--- src/rtl/ps_cfg_pkg.sv ---
package ps_cfg_pkg;

  typedef enum logic [1:0] {
    ERR_ABORT   = 2'd0,
    ERR_NOSTAT  = 2'd1,
    ERR_TIMEOUT = 2'd2,
    ERR_NODONE  = 2'd3
  } err_e;

  typedef enum logic [2:0] {
    ST_IDLE,
    ST_HOLD,
    ST_SETTLE,
    ST_POLL,
    ST_LOAD,
    ST_CHECK,
    ST_TRAIL
  } st_e;

endpackage

--- src/rtl/ps_sync.sv ---
module ps_sync #(
  parameter int   STAGES  = 2,
  parameter logic RST_VAL = 1'b0
) (
  input  logic clk,
  input  logic rst,
  input  logic d,
  output logic q
);
  logic [STAGES-1:0] r;

  always_ff @(posedge clk) begin
    if (rst) r <= {STAGES{RST_VAL}};
    else     r <= {r[STAGES-2:0], d};
  end

  assign q = r[STAGES-1];
endmodule

--- src/rtl/ps_tick.sv ---
module ps_tick #(
  parameter int HALF = 1
) (
  input  logic clk,
  input  logic rst,
  input  logic en,
  output logic tick
);
  localparam int CW = (HALF > 1) ? $clog2(HALF) : 1;
  localparam logic [CW-1:0] LAST = CW'(HALF - 1);

  logic [CW-1:0] cnt;

  assign tick = en && (cnt == LAST);

  always_ff @(posedge clk) begin
    if (rst || !en) cnt <= '0;
    else if (tick)  cnt <= '0;
    else            cnt <= cnt + 1'b1;
  end
endmodule

--- src/rtl/ps_shift.sv ---
module ps_shift #(
  parameter int BW = 4
) (
  input  logic          clk,
  input  logic          rst,
  input  logic          clr,
  input  logic          tick,
  input  logic          ld,
  input  logic          ld_pad,
  input  logic [BW-1:0] ld_bits,
  input  logic [7:0]    ld_byte,
  output logic          empty,
  output logic          dclk,
  output logic          dat
);
  logic [BW-1:0] left;
  logic          phase;
  logic          pad;
  logic [7:0]    sreg;

  assign empty = (left == '0);
  assign dat   = sreg[0];

  always_ff @(posedge clk) begin
    if (rst || clr) begin
      left  <= '0;
      phase <= 1'b0;
      pad   <= 1'b0;
      sreg  <= '0;
      dclk  <= 1'b0;
    end else if (ld && empty) begin
      left  <= ld_bits;
      phase <= 1'b0;
      pad   <= ld_pad;
      dclk  <= 1'b0;
      if (!ld_pad) sreg <= ld_byte;
    end else if (tick && !empty) begin
      if (!phase) begin
        dclk  <= 1'b1;
        phase <= 1'b1;
      end else begin
        dclk  <= 1'b0;
        phase <= 1'b0;
        left  <= left - 1'b1;
        if (!pad) sreg <= {1'b0, sreg[7:1]};
      end
    end
  end
endmodule

--- src/rtl/ps_cfg_master.sv ---
module ps_cfg_master
  import ps_cfg_pkg::*;
#(
  parameter int CLK_HZ       = 100_000_000,
  parameter int LEN_W        = 24,
  parameter int HALF_CYC     = (CLK_HZ + 99_999_999) / 100_000_000,
  parameter int HOLD_CYC     = CLK_HZ / 500_000 + 1,
  parameter int WAIT_CYC     = CLK_HZ / 500_000 + 1,
  parameter int TIMEOUT_CYC  = CLK_HZ / 10,
  parameter int TRAIL_PULSES = 12,
  parameter int SYNC_STAGES  = 2
) (
  input  logic             clk,
  input  logic             rst,
  input  logic             start,
  input  logic             abort,
  input  logic [LEN_W-1:0] byte_count,
  input  logic [7:0]       s_data,
  input  logic             s_valid,
  output logic             s_ready,
  output logic             tgt_prog_n,
  output logic             tgt_clk,
  output logic             tgt_dat,
  input  logic             tgt_stat_n,
  input  logic             tgt_cfg_ok,
  output logic             busy,
  output logic             done,
  output logic             error,
  output logic [1:0]       err_code
);
  localparam int CHK_CYC = SYNC_STAGES + 2;
  localparam int M1      = (HOLD_CYC > WAIT_CYC) ? HOLD_CYC : WAIT_CYC;
  localparam int M2      = (M1 > TIMEOUT_CYC) ? M1 : TIMEOUT_CYC;
  localparam int TMR_MAX = (M2 > CHK_CYC) ? M2 : CHK_CYC;
  localparam int TMR_W   = $clog2(TMR_MAX + 1);
  localparam int BITS_MX = (TRAIL_PULSES > 8) ? TRAIL_PULSES : 8;
  localparam int BW      = $clog2(BITS_MX + 1);

  localparam logic [TMR_W-1:0] HOLD_END = TMR_W'(HOLD_CYC - 1);
  localparam logic [TMR_W-1:0] WAIT_END = TMR_W'(WAIT_CYC - 1);
  localparam logic [TMR_W-1:0] TMO_END  = TMR_W'(TIMEOUT_CYC - 1);
  localparam logic [TMR_W-1:0] CHK_END  = TMR_W'(CHK_CYC - 1);

  st_e              state;
  logic [TMR_W-1:0] tmr;
  logic [LEN_W-1:0] remain;
  logic             prog_n_q, busy_q, done_q, err_q;
  err_e             code_q;

  logic stat_s, ok_s;
  logic sh_empty, sh_tick, sh_ld, sh_pad, sh_clr, take, trail_ld;

  ps_sync #(.STAGES(SYNC_STAGES), .RST_VAL(1'b1)) u_sync_stat (
    .clk(clk), .rst(rst), .d(tgt_stat_n), .q(stat_s));
  ps_sync #(.STAGES(SYNC_STAGES), .RST_VAL(1'b0)) u_sync_ok (
    .clk(clk), .rst(rst), .d(tgt_cfg_ok), .q(ok_s));

  assign s_ready  = (state == ST_LOAD) && sh_empty && (remain != '0);
  assign take     = s_valid && s_ready;
  assign trail_ld = (state == ST_CHECK) && (tmr == CHK_END) && ok_s;
  assign sh_ld    = take || trail_ld;
  assign sh_pad   = (state == ST_CHECK);
  assign sh_clr   = busy_q && abort;

  ps_tick #(.HALF(HALF_CYC)) u_tick (
    .clk(clk), .rst(rst), .en(!sh_empty), .tick(sh_tick));

  ps_shift #(.BW(BW)) u_shift (
    .clk(clk), .rst(rst), .clr(sh_clr), .tick(sh_tick),
    .ld(sh_ld), .ld_pad(sh_pad),
    .ld_bits(sh_pad ? BW'(TRAIL_PULSES) : BW'(8)),
    .ld_byte(s_data), .empty(sh_empty), .dclk(tgt_clk), .dat(tgt_dat));

  always_ff @(posedge clk) begin
    if (rst) begin
      state    <= ST_IDLE;
      tmr      <= '0;
      remain   <= '0;
      prog_n_q <= 1'b1;
      busy_q   <= 1'b0;
      done_q   <= 1'b0;
      err_q    <= 1'b0;
      code_q   <= ERR_ABORT;
    end else if (busy_q && abort) begin
      state    <= ST_IDLE;
      prog_n_q <= 1'b1;
      busy_q   <= 1'b0;
      err_q    <= 1'b1;
      code_q   <= ERR_ABORT;
    end else begin
      case (state)
        ST_IDLE: if (start) begin
          busy_q   <= 1'b1;
          done_q   <= 1'b0;
          err_q    <= 1'b0;
          prog_n_q <= 1'b0;
          tmr      <= '0;
          remain   <= byte_count;
          state    <= ST_HOLD;
        end
        ST_HOLD: if (tmr == HOLD_END) begin
          if (stat_s) begin
            state    <= ST_IDLE;
            prog_n_q <= 1'b1;
            busy_q   <= 1'b0;
            err_q    <= 1'b1;
            code_q   <= ERR_NOSTAT;
          end else begin
            prog_n_q <= 1'b1;
            tmr      <= '0;
            state    <= ST_SETTLE;
          end
        end else tmr <= tmr + 1'b1;
        ST_SETTLE: if (tmr == WAIT_END) begin
          tmr   <= '0;
          state <= ST_POLL;
        end else tmr <= tmr + 1'b1;
        ST_POLL: if (stat_s) begin
          state <= ST_LOAD;
        end else if (tmr == TMO_END) begin
          state  <= ST_IDLE;
          busy_q <= 1'b0;
          err_q  <= 1'b1;
          code_q <= ERR_TIMEOUT;
        end else tmr <= tmr + 1'b1;
        ST_LOAD: if (take) begin
          remain <= remain - 1'b1;
        end else if (sh_empty && remain == '0) begin
          tmr   <= '0;
          state <= ST_CHECK;
        end
        ST_CHECK: if (tmr == CHK_END) begin
          if (ok_s) state <= ST_TRAIL;
          else begin
            state  <= ST_IDLE;
            busy_q <= 1'b0;
            err_q  <= 1'b1;
            code_q <= ERR_NODONE;
          end
        end else tmr <= tmr + 1'b1;
        ST_TRAIL: if (sh_empty) begin
          state  <= ST_IDLE;
          busy_q <= 1'b0;
          done_q <= 1'b1;
        end
        default: state <= ST_IDLE;
      endcase
    end
  end

  assign tgt_prog_n = prog_n_q;
  assign busy       = busy_q;
  assign done       = done_q;
  assign error      = err_q;
  assign err_code   = code_q;
endmodule

--- config.mk ---
export PLATFORM = sky130hd
export DESIGN_NAME = ps_cfg_master
export DESIGN_NICKNAME = d
export VERILOG_FILES = /design/src/rtl/ps_cfg_pkg.sv /design/src/rtl/ps_sync.sv /design/src/rtl/ps_tick.sv /design/src/rtl/ps_shift.sv /design/src/rtl/ps_cfg_master.sv
export SDC_FILE = /design/constraint.sdc
export NUM_CORES = 1
export LEC_CHECK = 0
export BUFFER_PORTS_ARGS = -buffer_cell sky130_fd_sc_hd__buf_2
export CAP_MARGIN = 20
export CORE_MARGIN = 4
export CORE_UTILIZATION = 59
export DETAILED_ROUTE_END_ITERATION = 6
export PLACE_DENSITY = 0.77
export SKIP_CTS_REPAIR_TIMING = 1
export SKIP_LAST_GASP = 1
export SLEW_MARGIN = 20
export SYNTH_ARGS = -nofsm -noshare
export SYNTH_HDL_FRONTEND = slang
export SYNTH_SLANG_ARGS = --single-unit
--- constraint.sdc ---
create_clock -name clk -period 2.6 [get_ports clk]
set_clock_uncertainty 0.15 [all_clocks]
set_input_delay 0.52 -clock clk [delete_from_list [all_inputs] [get_ports clk]]
set_output_delay 0.52 -clock clk [all_outputs]
set_load 0.05 [all_outputs]
=== After elaboration in Yosys (flattened, before gate mapping) ===
Cells that the tools add are included.

* Bits in registers: 76
* Input port bits: 39
* Output and inout bits: 9

* $add $sub $neg: 4
* Equality and inequality tests: 34
* Multiplexer cells: 64
* Bitwise gates (word level): 2
* Reductions and logical operators: 40

{| class="wikitable"
|+ Operator list
! cell !! count
|-
| 24-bit 2-to-1 mux || 11
|-
| 24-bit one-hot mux with 6 select lines || 1
|-
| 24-bit one-hot mux with 2 select lines || 1
|-
| 8-bit 2-to-1 mux || 5
|-
| 3-bit 2-to-1 mux || 11
|-
| 2-bit != test, second input constant || 13
|-
| 24-bit by 1-bit adder with 24-bit output, second input constant || 1
|-
| 24-bit by 2-bit == test with 1-bit output, second input constant || 1
|-
| 24-bit == test, second input constant || 1
|-
| 24-bit by 8-bit == test with 1-bit output, second input constant || 1
|-
| 24-bit logical NOT || 1
|-
| 24-bit nonzero test || 1
|-
| 24-bit by 1-bit subtractor with 24-bit output, second input constant || 1
|-
| 3-bit one-hot mux with 7 select lines || 1
|-
| 1-bit 2-to-1 mux || 19
|-
| 3-bit by 2-bit != test with 1-bit output, second input constant || 6
|-
| 9-bit AND reduction || 2
|-
| 8-bit AND reduction || 2
|-
| 2-bit 2-to-1 mux || 7
|-
| 4-bit 2-to-1 mux || 3
|-
| 4-bit AND reduction || 3
|-
| 1-bit logical AND || 10
|-
| 2-bit nonzero test || 5
|-
| 5-bit nonzero test || 2
|-
| 23 further kinds || 35
|}

=== Logic depth before layout (Yosys ltp) ===
Gate-level depths: netlist of the first run.

* Depth after elaboration: 8
* Depth in mapped cells: 11
* Gate-level depth less buffers: 8

=== By module ===
Synthesis of the first run repeated with hierarchy kept, for this count alone.

* Cell total of the unflattened synthesis: 603
* Area, all modules: 4,648.2 um^2

{| class="wikitable"
|+ By module, submodules not included
! module !! instances !! cells each !! area an instance (um^2) !! sequential area each (um^2)
|-
| ps_cfg_master || 1 || 506 || 3,751.1 || 1,141.1
|-
| ps_shift || 1 || 86 || 754.5 || 280.3
|-
| ps_sync || 2 || 4 || 52.6 || 40.0
|-
| ps_tick || 1 || 3 || 37.5 || 20.0
|}

=== Worst setup path after synthesis of the first run ===
OpenSTA, ideal clock, no wires.

* Path type: register -> output
* From: register state[2]
* To: output port s_ready
* Arrival: 1.955 ns
* Data required time: 1.930 ns
* Path slack: -0.025 ns
* Cell stages (with the launch flop): 7
* Buffers on the path: 3
* Path through: dfxtp_1 > inv_2 > buf_2 > nor3_4 > clkbuf_1 > clkbuf_1 > and3_1

* Word-level cells in the longest chain between the ends: 3

{| class="wikitable"
|+ Ends and longest elaborated chain
! item !! RTL line !! source
|-
| start, declared || ps_cfg_master.sv:44 || <nowiki>st_e state;</nowiki>
|-
| start signal, assigned || ps_cfg_master.sv:76 || <nowiki>state <= ST_IDLE;</nowiki>
|-
| start signal, assigned || ps_cfg_master.sv:85 || <nowiki>state <= ST_IDLE;</nowiki>
|-
| start signal, assigned || ps_cfg_master.sv:99 || <nowiki>state <= ST_HOLD;</nowiki>
|-
| 3-bit == test || ps_cfg_master.sv:58 || <nowiki>assign s_ready = (state == ST_LOAD) && sh_empty && (remain != '0);</nowiki>
|-
| 1-bit logical AND (2 in series) || ps_cfg_master.sv:58 ||
|-
| end, declared || ps_cfg_master.sv:20 || <nowiki>output logic s_ready,</nowiki>
|}

No other way between the ends.

=== Worst setup path in the final report of the first run ===
* From: register remain[0]
* To: output port s_ready

* Word-level cells in the longest chain between the ends: 2

{| class="wikitable"
|+ Ends and longest elaborated chain
! item !! RTL line !! source
|-
| start, declared || ps_cfg_master.sv:46 || <nowiki>logic [LEN_W-1:0] remain;</nowiki>
|-
| start signal, assigned || ps_cfg_master.sv:98 || <nowiki>remain <= byte_count;</nowiki>
|-
| start signal, assigned || ps_cfg_master.sv:127 || <nowiki>remain <= remain - 1'b1;</nowiki>
|-
| 24-bit nonzero test || ps_cfg_master.sv:58 ||
|-
| 1-bit logical AND || ps_cfg_master.sv:58 ||
|}

No other way between the ends.

==> qor.yml, run 1 <==
drt:
  drtPass1Iterations: 6
  drt-initial-drc-count: 302
  antenna_left: 0
  wl_um: 11900
  drcViolationCount: 0
  wl_per_cell_um: 16.1
  vias_per_cell: 6.30
  vias: 4651
cts:
  cts_tree: "done"
  clockRootBuffer: "clkbuf_8"
  clkSlewWorstSetupHoldPaths_ps: 80
  clock_latency_ps: 350
  clock_path_buffers: 2
  cts_buffers: 9
  cts_sinks: 76
  cts-htree-levels: 3
global_route:
  grt_max_degree: 46
  grt.overflow.total: 0
  grt_pass1_wl_um: 19600
  grt_pass1_vias: 4331
  grt_use_total_pct: 27.1
  antenna_found_initial: 0
sta:
  hold_viol: 0
  fin_crit_sh_pct: 105
  setup_viol_count_final: 1
  layout_min_cycle_time_ps: 2730
  setup_slack_ps: -126
  worstMarginPinSlew_ps: 672
  fmax_ghz: 0.367
  drv_slew: 0
  final.setup.tns_ps: -126
  slew_headroom_pct: 55.0
  rsz0062_at_grt: "yes"
synth:
  synth.area.mux_share_pct: 2.27
  synth_edf_count: 0
  synthXorXnorAreaFrac_pct: 0.994
  synth_compound_area_share_pct: 27.5
  ys_ff_latch: 76
  synthSimpleGateAreaFrac_pct: 27.6
  synthesis.area_mm2: 0.00440
  yosysUniqueCellTypes: 64
  syn_nets: 612
  syn_area_per_cell_um2: 7.74
  postSynthCellCount: 569
  async_flop_share_pct: 0
  synth-seq-area-share_pct: 34.5
  synth_warnings: 0
  synth_top_family_by_area: "simple AND/OR/NAND/NOR gates"
  synth_flop_cell: "dfxtp_1"
  synthAdderAreaFrac_pct: 1.14
worst_setup_path:
  cp.arrival_ps: 2060
  cp-end-kind: "output pin"
  cp_slowest_cell: "dfxtp_1"
  critical_path_class: "reg2out"
  reg2reg_from: "tmr[4]$_SDFFE_PP0P_"
  worstPathMaxFanout: 6
  critPathLaunchType: "flip-flop"
  worst-path-buf-inv: 3
  path_delay_family: "simple AND/OR/NAND/NOR gates"
  critPathLaunch: "remain[0]$_SDFFE_PP0P_"
  critPathRequiredTime_ps: 1930
  critPathMaxStageDelay_ps: 320
  cpMostUsedCell: "buf_4"
  crit_path_cell_trace: "inv_1 > ha_1 > nor3b_4 > buf_4 > and4_4 > nand3_1 > and3_2 > buf_4"
power:
  p_per_area_mw_per_mm2: 557
  p_leak_nw: 1.91
  finalPower_mw: 2.95
  ir_worst_vdd_mv: 0.405
layout:
  final_cell_count_no_fill: 738
  final_cell_mix: "dfxtp_1 (76), a21oi_1 (66), nand2_1 (62)"
  area_growth_pct: 20.3
  mostFrequentLayoutCell: "dfxtp_1"
  drive_gt1_share_pct: 21.9
  num-nets-final: 677
  n_fill_cell: 553
  fin_area_mm2: 0.00530
  antenna_cells: 0
floorplanning:
  placementRows: 31
  initial_core_util_pct: 60.7
  core_mm2: 0.00725
  die-area_mm2: 0.00891
  pin_count: 48
  fp.dieW_um: 94.4
  die_y_um: 94.4
flow_run:
  maxCapViolations: 0
placed_design:
  dp_hpwl_um: 7950
  placed_area_mm2: 0.00492
  port_buffers: 47
  place.gp.congestion: 0.913
  dp_cells: 718
min_path:
  min_from: "tgt_stat_n"
  hold_class: "in2reg"
status:
  violations: "setup timing"
  status: "finished with violations"
[layout make-up]
type | instances | area, µm² | share of cell area [%]
clock buffers | 10 | 128 | 2.41
clock inverters | 6 | 113 | 2.13
inverters | 15 | 56.3 | 1.06
multi-input cells | 439 | 2740 | 51.6
flip-flops and latches | 76 | 1520 | 28.7
well taps | 99 | 124 | 2.34
repair buffers | 93 | 621 | 11.7
[worst paths after layout]
check	end	slack, ps	cells after the start
max	s_ready	-130	8
min	u_sync_stat.r[0]$_SDFF_PP1_	200	2
min reg2reg	u_sync_stat.r[1]$_SDFF_PP1_	270	1
max reg2reg	u_shift.sreg[6]$_SDFFE_PP0P_	90	6
[per-layer routing]
metal,global-route usage [%],vias to the layer above,routed length (µm)
met3,4.38,19,804
met2,44.6,179,5820
met1,34.9,2198,5060
met4,12.5,0,188
li1,-,2255,-
met5,0,-,0
[registers in the layout, summed over array words and instances (netlist names), 2 cells and up]
| signal | cells |
|---|---|
| err_code | 2 |
| remain | 24 |
| state | 3 |
| tmr | 24 |
| u_shift.left | 4 |
| u_shift.sreg | 8 |
| u_sync_ok.r | 2 |
| u_sync_stat.r | 2 |
[synth_stat cells, types with 4 or more instances]
cell	instances	share of area [%]
dfxtp_1	76	35
a21oi_1	67	7.6
nand2_1	62	5.3
o21ai_0	58	6.6
nor2_1	35	3.0
clkbuf_1	25	2.1
nand3_1	25	2.8
o31ai_1	18	3.1
inv_1	14	1.2
nor3_1	14	1.6
or3_1	14	2.0
nand4_1	13	1.8
nor4_1	11	1.6
or4_1	11	1.9
a211oi_1	10	1.7
mux2i_1	10	2.3
and4_1	9	1.8
buf_2	7	0.80
and2_1	5	0.71
o21a_1	5	0.85
o22ai_1	5	0.71
a22o_1	4	0.80
buf_4	4	0.68
buf_6	4	1.0
ha_1	4	1.1
nor2b_1	4	0.57
or2_2	4	0.57
[through the flow]
step	setup WS (ps)	hold WS, ps	utilization [%]
2_1_floorplan	93.2	239	-
4_1_cts	-229	196	71.1
3_3_place_gp	-2.43	240	67.8
5_1_grt	-220	193	73.1
3_5_place_dp	-146	257	67.8
6_report	-126	204	73.1
[power breakdown]
group | internal [mW] | total [mW] | leakage [nW] | switching, mW
clock | 0.640 | 1.11 | 0.120 | 0.471
combinational | 0.232 | 0.572 | 1.17 | 0.340
sequential | 1.21 | 1.27 | 0.619 | 0.0524
total | 2.09 | 2.95 | 1.91 | 0.863
[cell families (layout without fill, tap and decap cells)]
| kind of cell | count (synthesis) | count (layout) |
|---|---|---|
| AOI/OAI and AO/OA | 193 | 194 |
| muxes | 10 | 10 |
| and+or+nand+nor | 225 | 225 |
| adders and majority gates | 4 | 4 |
| buffers and inverters | 55 | 124 |
| DFF | 76 | 76 |
| xor gates and xnor gates | 5 | 5 |
| other | 1 | 1 |
Note: power is estimated with default switching activity, not from simulation.
==> run 2, diff against run 1 <==
Settings changed: CORE_UTILIZATION 59 to 61, CTS_BUF_LIST set to sky130_fd_sc_hd__clkbuf_4, PLACE_DENSITY 0.77 to 0.79.
==> run 2 against run 1 <==
  * The run now ends clean
  * Power decreased by 10%
  * Register-to-register slack better by 20 ps
  * Largest power group unchanged
  * Die area shrank 3.0%
  * Clock power down 24%
  * Critical path type unchanged
  * Setup slack improved by 130 ps
  * Non-clock buffer count is 8 lower
==> qor.yml, run 2 (synthesized netlist as in run 1, its figures left out) <==
floorplanning:
  die_y_um: 93.0  # -1.5%
  core_mm2: 0.00691  # -4.8%
  die-area_mm2: 0.00864  # -3.0%
  pin_count: 48  # unchanged
  fp.dieW_um: 93.0  # -1.5%
  placementRows: 30  # -3.2%
  initial_core_util_pct: 63.8  # +3.0 points
sta:
  slew_headroom_pct: 57.2  # +2.1 points
  layout_min_cycle_time_ps: 2600  # -126 ps
  fmax_ghz: 0.385  # +4.9%
  hold_slack_ps: 116  # -88.1 ps
  hold_viol: 0  # unchanged
  setup_viol_count_final: 0  # -1
  worstMarginPinSlew_ps: 642  # -29.9 ps
  drv_slew: 0  # unchanged
  rsz0062_at_grt: "yes"
  fin_crit_sh_pct: 100  # -4.9 points
  setup_slack_ps: 0.219  # +126 ps
placed_design:
  post-place-ws_ps: 59.0  # +205 ps
  place.gp.congestion: 0.988  # +8.2%
  dp_hpwl_um: 7900  # -0.61%
  dp_cells: 705  # -1.8%
  port_buffers: 47  # unchanged
drt:
  wl_per_cell_um: 15.5  # -3.5%
  drcViolationCount: 0  # unchanged
  vias_per_cell: 6.33  # +0.41%
  antenna_left: 0  # unchanged
  wl_um: 11300  # -5.0%
  drtPass1Iterations: 5  # -1
  vias: 4594  # -1.2%
  drt-initial-drc-count: 261  # -14%
worst_setup_path:
  cp-end-kind: "output pin"
  cp.arrival_ps: 1930  # -130 ps
  critical_path_class: "reg2out"
  worstPathMaxFanout: 4  # -2
  critPathLaunchType: "flip-flop"
  ff2ff_setup_slack_ps: 110  # +20 ps
  critPathRequiredTime_ps: 1930  # about the same
cts:
  cts_buffers: 9  # unchanged
  cts-htree-levels: 3  # unchanged
  clkSlewWorstSetupHoldPaths_ps: 130  # +50 ps
  cts_tree: "done"
  clock_path_buffers: 2  # unchanged
  cts_sinks: 76  # unchanged
  clock_latency_ps: 430  # +80 ps
  clockRootBuffer: "clkbuf_4"
global_route:
  grt_max_degree: 46  # unchanged
  grt_use_total_pct: 25.9  # -1.2 points
  grt.overflow.total: 0  # unchanged
  grtUsageMet3_pct: 5.71  # +1.3 points
  antenna_found_initial: 0  # unchanged
  gr-usage-met2_pct: 41.7  # -2.9 points
  grt_util_met1_pct: 34.5  # -0.40 points
  grt_pass1_vias: 4035  # -6.8%
  grt_pass1_wl_um: 18500  # -5.7%
  gr-max-usage-layer: "met2"
layout:
  antenna_cells: 0  # unchanged
  final_cell_mix: "dfxtp_1 (74), a21oi_1 (65), nand2_1 (61)"
  area_growth_pct: 16.6
  seq_area_mm2: 0.00152  # +0.16%
  mostFrequentLayoutCell: "dfxtp_1"
  multi_input_area_mm2: 0.00272  # -0.78%
  drive_gt1_share_pct: 21.1  # -0.80 points
  final_cell_count_no_fill: 726  # -1.6%
  top_regs: "remain x24, tmr x24, u_shift.sreg x8"
  num-nets-final: 668  # -1.3%
  n_fill_cell: 554  # +0.18%
power:
  p_per_area_mw_per_mm2: 517  # -7.2%
  ir_worst_vdd_mv: 0.447  # +11%
  p_leak_nw: 1.82  # -4.5%
flow_run:
  maxCapViolations: 0  # unchanged
status:
  status: "complete, no violations"
min_path:
  hold_class: "in2reg"
[run 2: path summary, 6_finish.rpt]
path	start	endpoint	cells past startpoint
worst max-delay path	remain[1]$_SDFFE_PP0P_	s_ready	7
worst min-delay path	tgt_stat_n	u_sync_stat.r[0]$_SDFF_PP1_	2
worst max register to register	tmr[9]$_SDFFE_PP0P_	tmr[13]$_SDFFE_PP0P_	6
worst min register to register	u_sync_stat.r[0]$_SDFF_PP1_	u_sync_stat.r[1]$_SDFF_PP1_	1
[run 2: area by class of cell]
type	instances	share of cell area [%]
repair buffers	85	10.7
inverters	15	1.10
multi-input cells	438	52.9
clock buffers	9	1.32
flip-flops and latches	76	29.7
well taps	96	2.34
clock inverters	7	1.95
[run 2: routing by layer]
| metal | wire length, µm | vias to the layer above | part of all wire [%] |
|---|---|---|---|
| met5 | 0 | - | 0 |
| li1 | - | 2231 | - |
| met1 | 4800 | 2136 | 43 |
| met2 | 5490 | 201 | 49 |
| met3 | 787 | 26 | 7.0 |
| met4 | 197 | 0 | 1.7 |
[run 2: power by group]
group | internal [mW] | switching (mW)
registers | 1.22 | 0.0532
logic | 0.217 | 0.328
clock network | 0.394 | 0.445
[run 2: critical path: stages (launching register included)]
cell	delay (ps)
dfxtp_2	350
inv_1	70
ha_2	190
nor3b_4	210
and4_4	280
nand3_2	90
and3_4	170
buf_6	150
[run 2: metrics by stage]
step	utilization [%]	power (mW)	cell area (µm²)	TNS (ps)
after floorplan	-	1.63	4410	0
after detailed placement	70.1	1.79	4840	0
after global routing	74.3	2.77	5130	-156
final	74.3	2.65	5130	0
after global placement	70.1	1.78	4840	0
after CTS	72.5	2.62	5010	-269
==> run 3, diff against run 2 <==
Settings changed: CTS_BUF_LIST sky130_fd_sc_hd__clkbuf_4 to sky130_fd_sc_hd__clkbuf_8, SKIP_CTS_REPAIR_TIMING 1 to unset.
==> run 3 against run 2 <==
  * Fmax increased by 2.0%
  * Non-clock buffer count decreased by 2
  * Clock power increased by 20%
  * Hold slack improved by 84 ps
  * Critical endpoint unchanged
  * Final cell count decreased by 0.28%
  * Global-route usage increased by 0.51 points
  * Highest routed layer unchanged
  * Core utilization increased by 0.69 points
  * Sequential share of layout area decreased by 0.27 points
  * Sequential power about the same
  * Power increased by 6.6%
==> qor.yml, run 3 (synthesized netlist as in run 1, its figures left out) <==
global_route:
  antenna_found_initial: 0  # unchanged
  grt_max_degree: 46  # unchanged
  grt_pass1_wl_um: 18800  # +1.6%
  grt.overflow.total: 0  # unchanged
  grt_pass1_vias: 4133  # +2.4%
  grt_use_total_pct: 26.4  # +0.51 points
cts:
  cts-htree-levels: 3  # unchanged
  cts_tree: "done"
  clockRootBuffer: "clkbuf_8"
  cts_sinks: 76  # unchanged
  clock_latency_ps: 350  # -80 ps
  cts_buffers: 9  # unchanged
  clkSlewWorstSetupHoldPaths_ps: 80  # -50 ps
  clock_path_buffers: 2  # unchanged
min_path:
  hold_class: "in2reg"
sta:
  slew_headroom_pct: 57.2  # about the same
  worstMarginPinSlew_ps: 642  # +0.231 ps
  fmax_ghz: 0.392  # +2.0%
  layout_min_cycle_time_ps: 2550  # -51.5 ps
  final.setup.tns_ps: 0  # unchanged
  drv_slew: 0  # unchanged
  hold_viol: 0  # unchanged
  fin_crit_sh_pct: 98.0  # -2.0 points
  setup_viol_count_final: 0  # unchanged
floorplanning:
  initial_core_util_pct: 63.8  # unchanged
  die_y_um: 93.0  # unchanged
  placementRows: 30  # unchanged
  core_mm2: 0.00691  # unchanged
  pin_count: 48  # unchanged
  fp.dieW_um: 93.0  # unchanged
  die-area_mm2: 0.00864  # unchanged
drt:
  drcViolationCount: 0  # unchanged
  wl_um: 11400  # +1.1%
  antenna_left: 0  # unchanged
  drtPass1Iterations: 6  # +1
  vias: 4589  # -0.11%
  wl_per_cell_um: 15.7  # +1.3%
  vias_per_cell: 6.34  # +0.17%
  drt-initial-drc-count: 259  # -0.77%
layout:
  fin_area_mm2: 0.00518  # +0.93%
  fin_util_pct: 75.0  # +0.69 points
  final_cell_mix: "dfxtp_1 (74), a21oi_1 (65), nand2_1 (61)"
  final_cell_count_no_fill: 724  # -0.28%
  top_regs: "remain x24, tmr x24, u_shift.sreg x8"
  drive_gt1_share_pct: 20.9  # -0.25 points
  n_fill_cell: 555  # +0.18%
  mostFrequentLayoutCell: "dfxtp_1"
  antenna_cells: 0  # unchanged
  num-nets-final: 666  # -0.30%
  area_growth_pct: 17.7
placed_design:
  port_buffers: 47  # unchanged
  dp_hpwl_um: 7900  # unchanged
  dp_cells: 705  # unchanged
  placed_area_mm2: 0.00484  # unchanged
  place.gp.congestion: 0.988  # unchanged
power:
  p_sw_mw: 0.852  # +3.1%
  seqPwrFrac_pct: 45.0  # -2.9 points
  p_int_mw: 1.98  # +8.1%
  ir_worst_vdd_mv: 0.447  # -0.12%
  p_per_area_mw_per_mm2: 546  # +5.6%
  pwr-share-comb_pct: 19.2  # -1.3 points
  netSwitchingFraction_pct: 30.1  # -1.0 points
  pwr-share-clk_pct: 35.8  # +4.2 points
  finalPower_mw: 2.83  # +6.6%
  p_leak_nw: 1.84  # +0.94%
worst_setup_path:
  critPathMaxStageDelay_ps: 400  # +50 ps
  cp.arrival_ps: 1880  # -50 ps
  critPathLaunchType: "flip-flop"
  critical_path_class: "reg2out"
  critPathRequiredTime_ps: 1930  # about the same
  cp-end-kind: "output pin"
  cp_slowest_cell: "nor3_1"
  crit_path_cell_trace: "nor3_1 > and4_4 > nand3_2 > and3_2 > buf_6"
  worstPathMaxFanout: 7  # +3
flow_run:
  maxCapViolations: 0  # unchanged
status:
  status: "complete, no violations"
[run 3: cell type report]
class | instances | area (µm²) | area share (%)
Multi-Input combinational cell | 438 | 2720 | 52.5
Sequential cell | 76 | 1520 | 29.4
Timing Repair Buffer | 83 | 537 | 10.4
Clock buffer | 9 | 124 | 2.39
Tap cell | 96 | 120 | 2.32
Clock inverter | 7 | 100 | 1.93
Inverter | 15 | 56.3 | 1.09
[run 3: timing repair]
item	4_1_cts	5_1_grt
setup buffers	3	0
hold buffers	0	0
resized for setup	6	16
setup endpoints to repair	1	39
pin swaps	1	3
[run 3: critical path, delay by kind of cell, from the launching register on]
family,cells,cell delay [ps]
buf+inv,1,150
flops,1,360
simple gates,4,1010
[run 3: through the flow]
stage / setup WS [ps] / hold slack [ps]
finish: 51.7 / 200
global route: -16.1 / 191
CTS: 15.2 / 185
detailed placement: 59.0 / 255
global placement: 76.0 / 241
floorplan: 93.2 / 239
[run 3: per-layer routing]
metal | vias up | part of all wire (%) | GRT usage (%)
li1 | 2227 | - | -
met1 | 2139 | 43 | 34.8
met2 | 196 | 48 | 42.0
met3 | 27 | 6.7 | 5.63
met4 | 0 | 2.3 | 10.7
met5 | - | 0 | 0
[run 3: final timing paths]
| check | end | cells after the start | slack [ps] | from |
|---|---|---|---|---|
| setup / recovery | s_ready | 5 | 50 | remain[8]$_SDFFE_PP0P_ |
| hold / removal | u_sync_stat.r[0]$_SDFF_PP1_ | 2 | 200 | tgt_stat_n |
| setup reg to reg | state[1]$_SDFFE_PP0P_ | 8 | 100 | remain[8]$_SDFFE_PP0P_ |
| hold reg to reg | u_sync_stat.r[1]$_SDFF_PP1_ | 1 | 270 | u_sync_stat.r[0]$_SDFF_PP1_ |
[run 3: power groups by stage]
stage | combinational [mW] | sequential [mW] | clock (mW)
finish | 0.544 | 1.27 | 1.01
global route | 0.597 | 1.28 | 1.08
CTS | 0.523 | 1.27 | 1.03
detailed placement | 0.499 | 1.29 | 0
global placement | 0.487 | 1.29 | 0
floorplan | 0.325 | 1.31 | 0
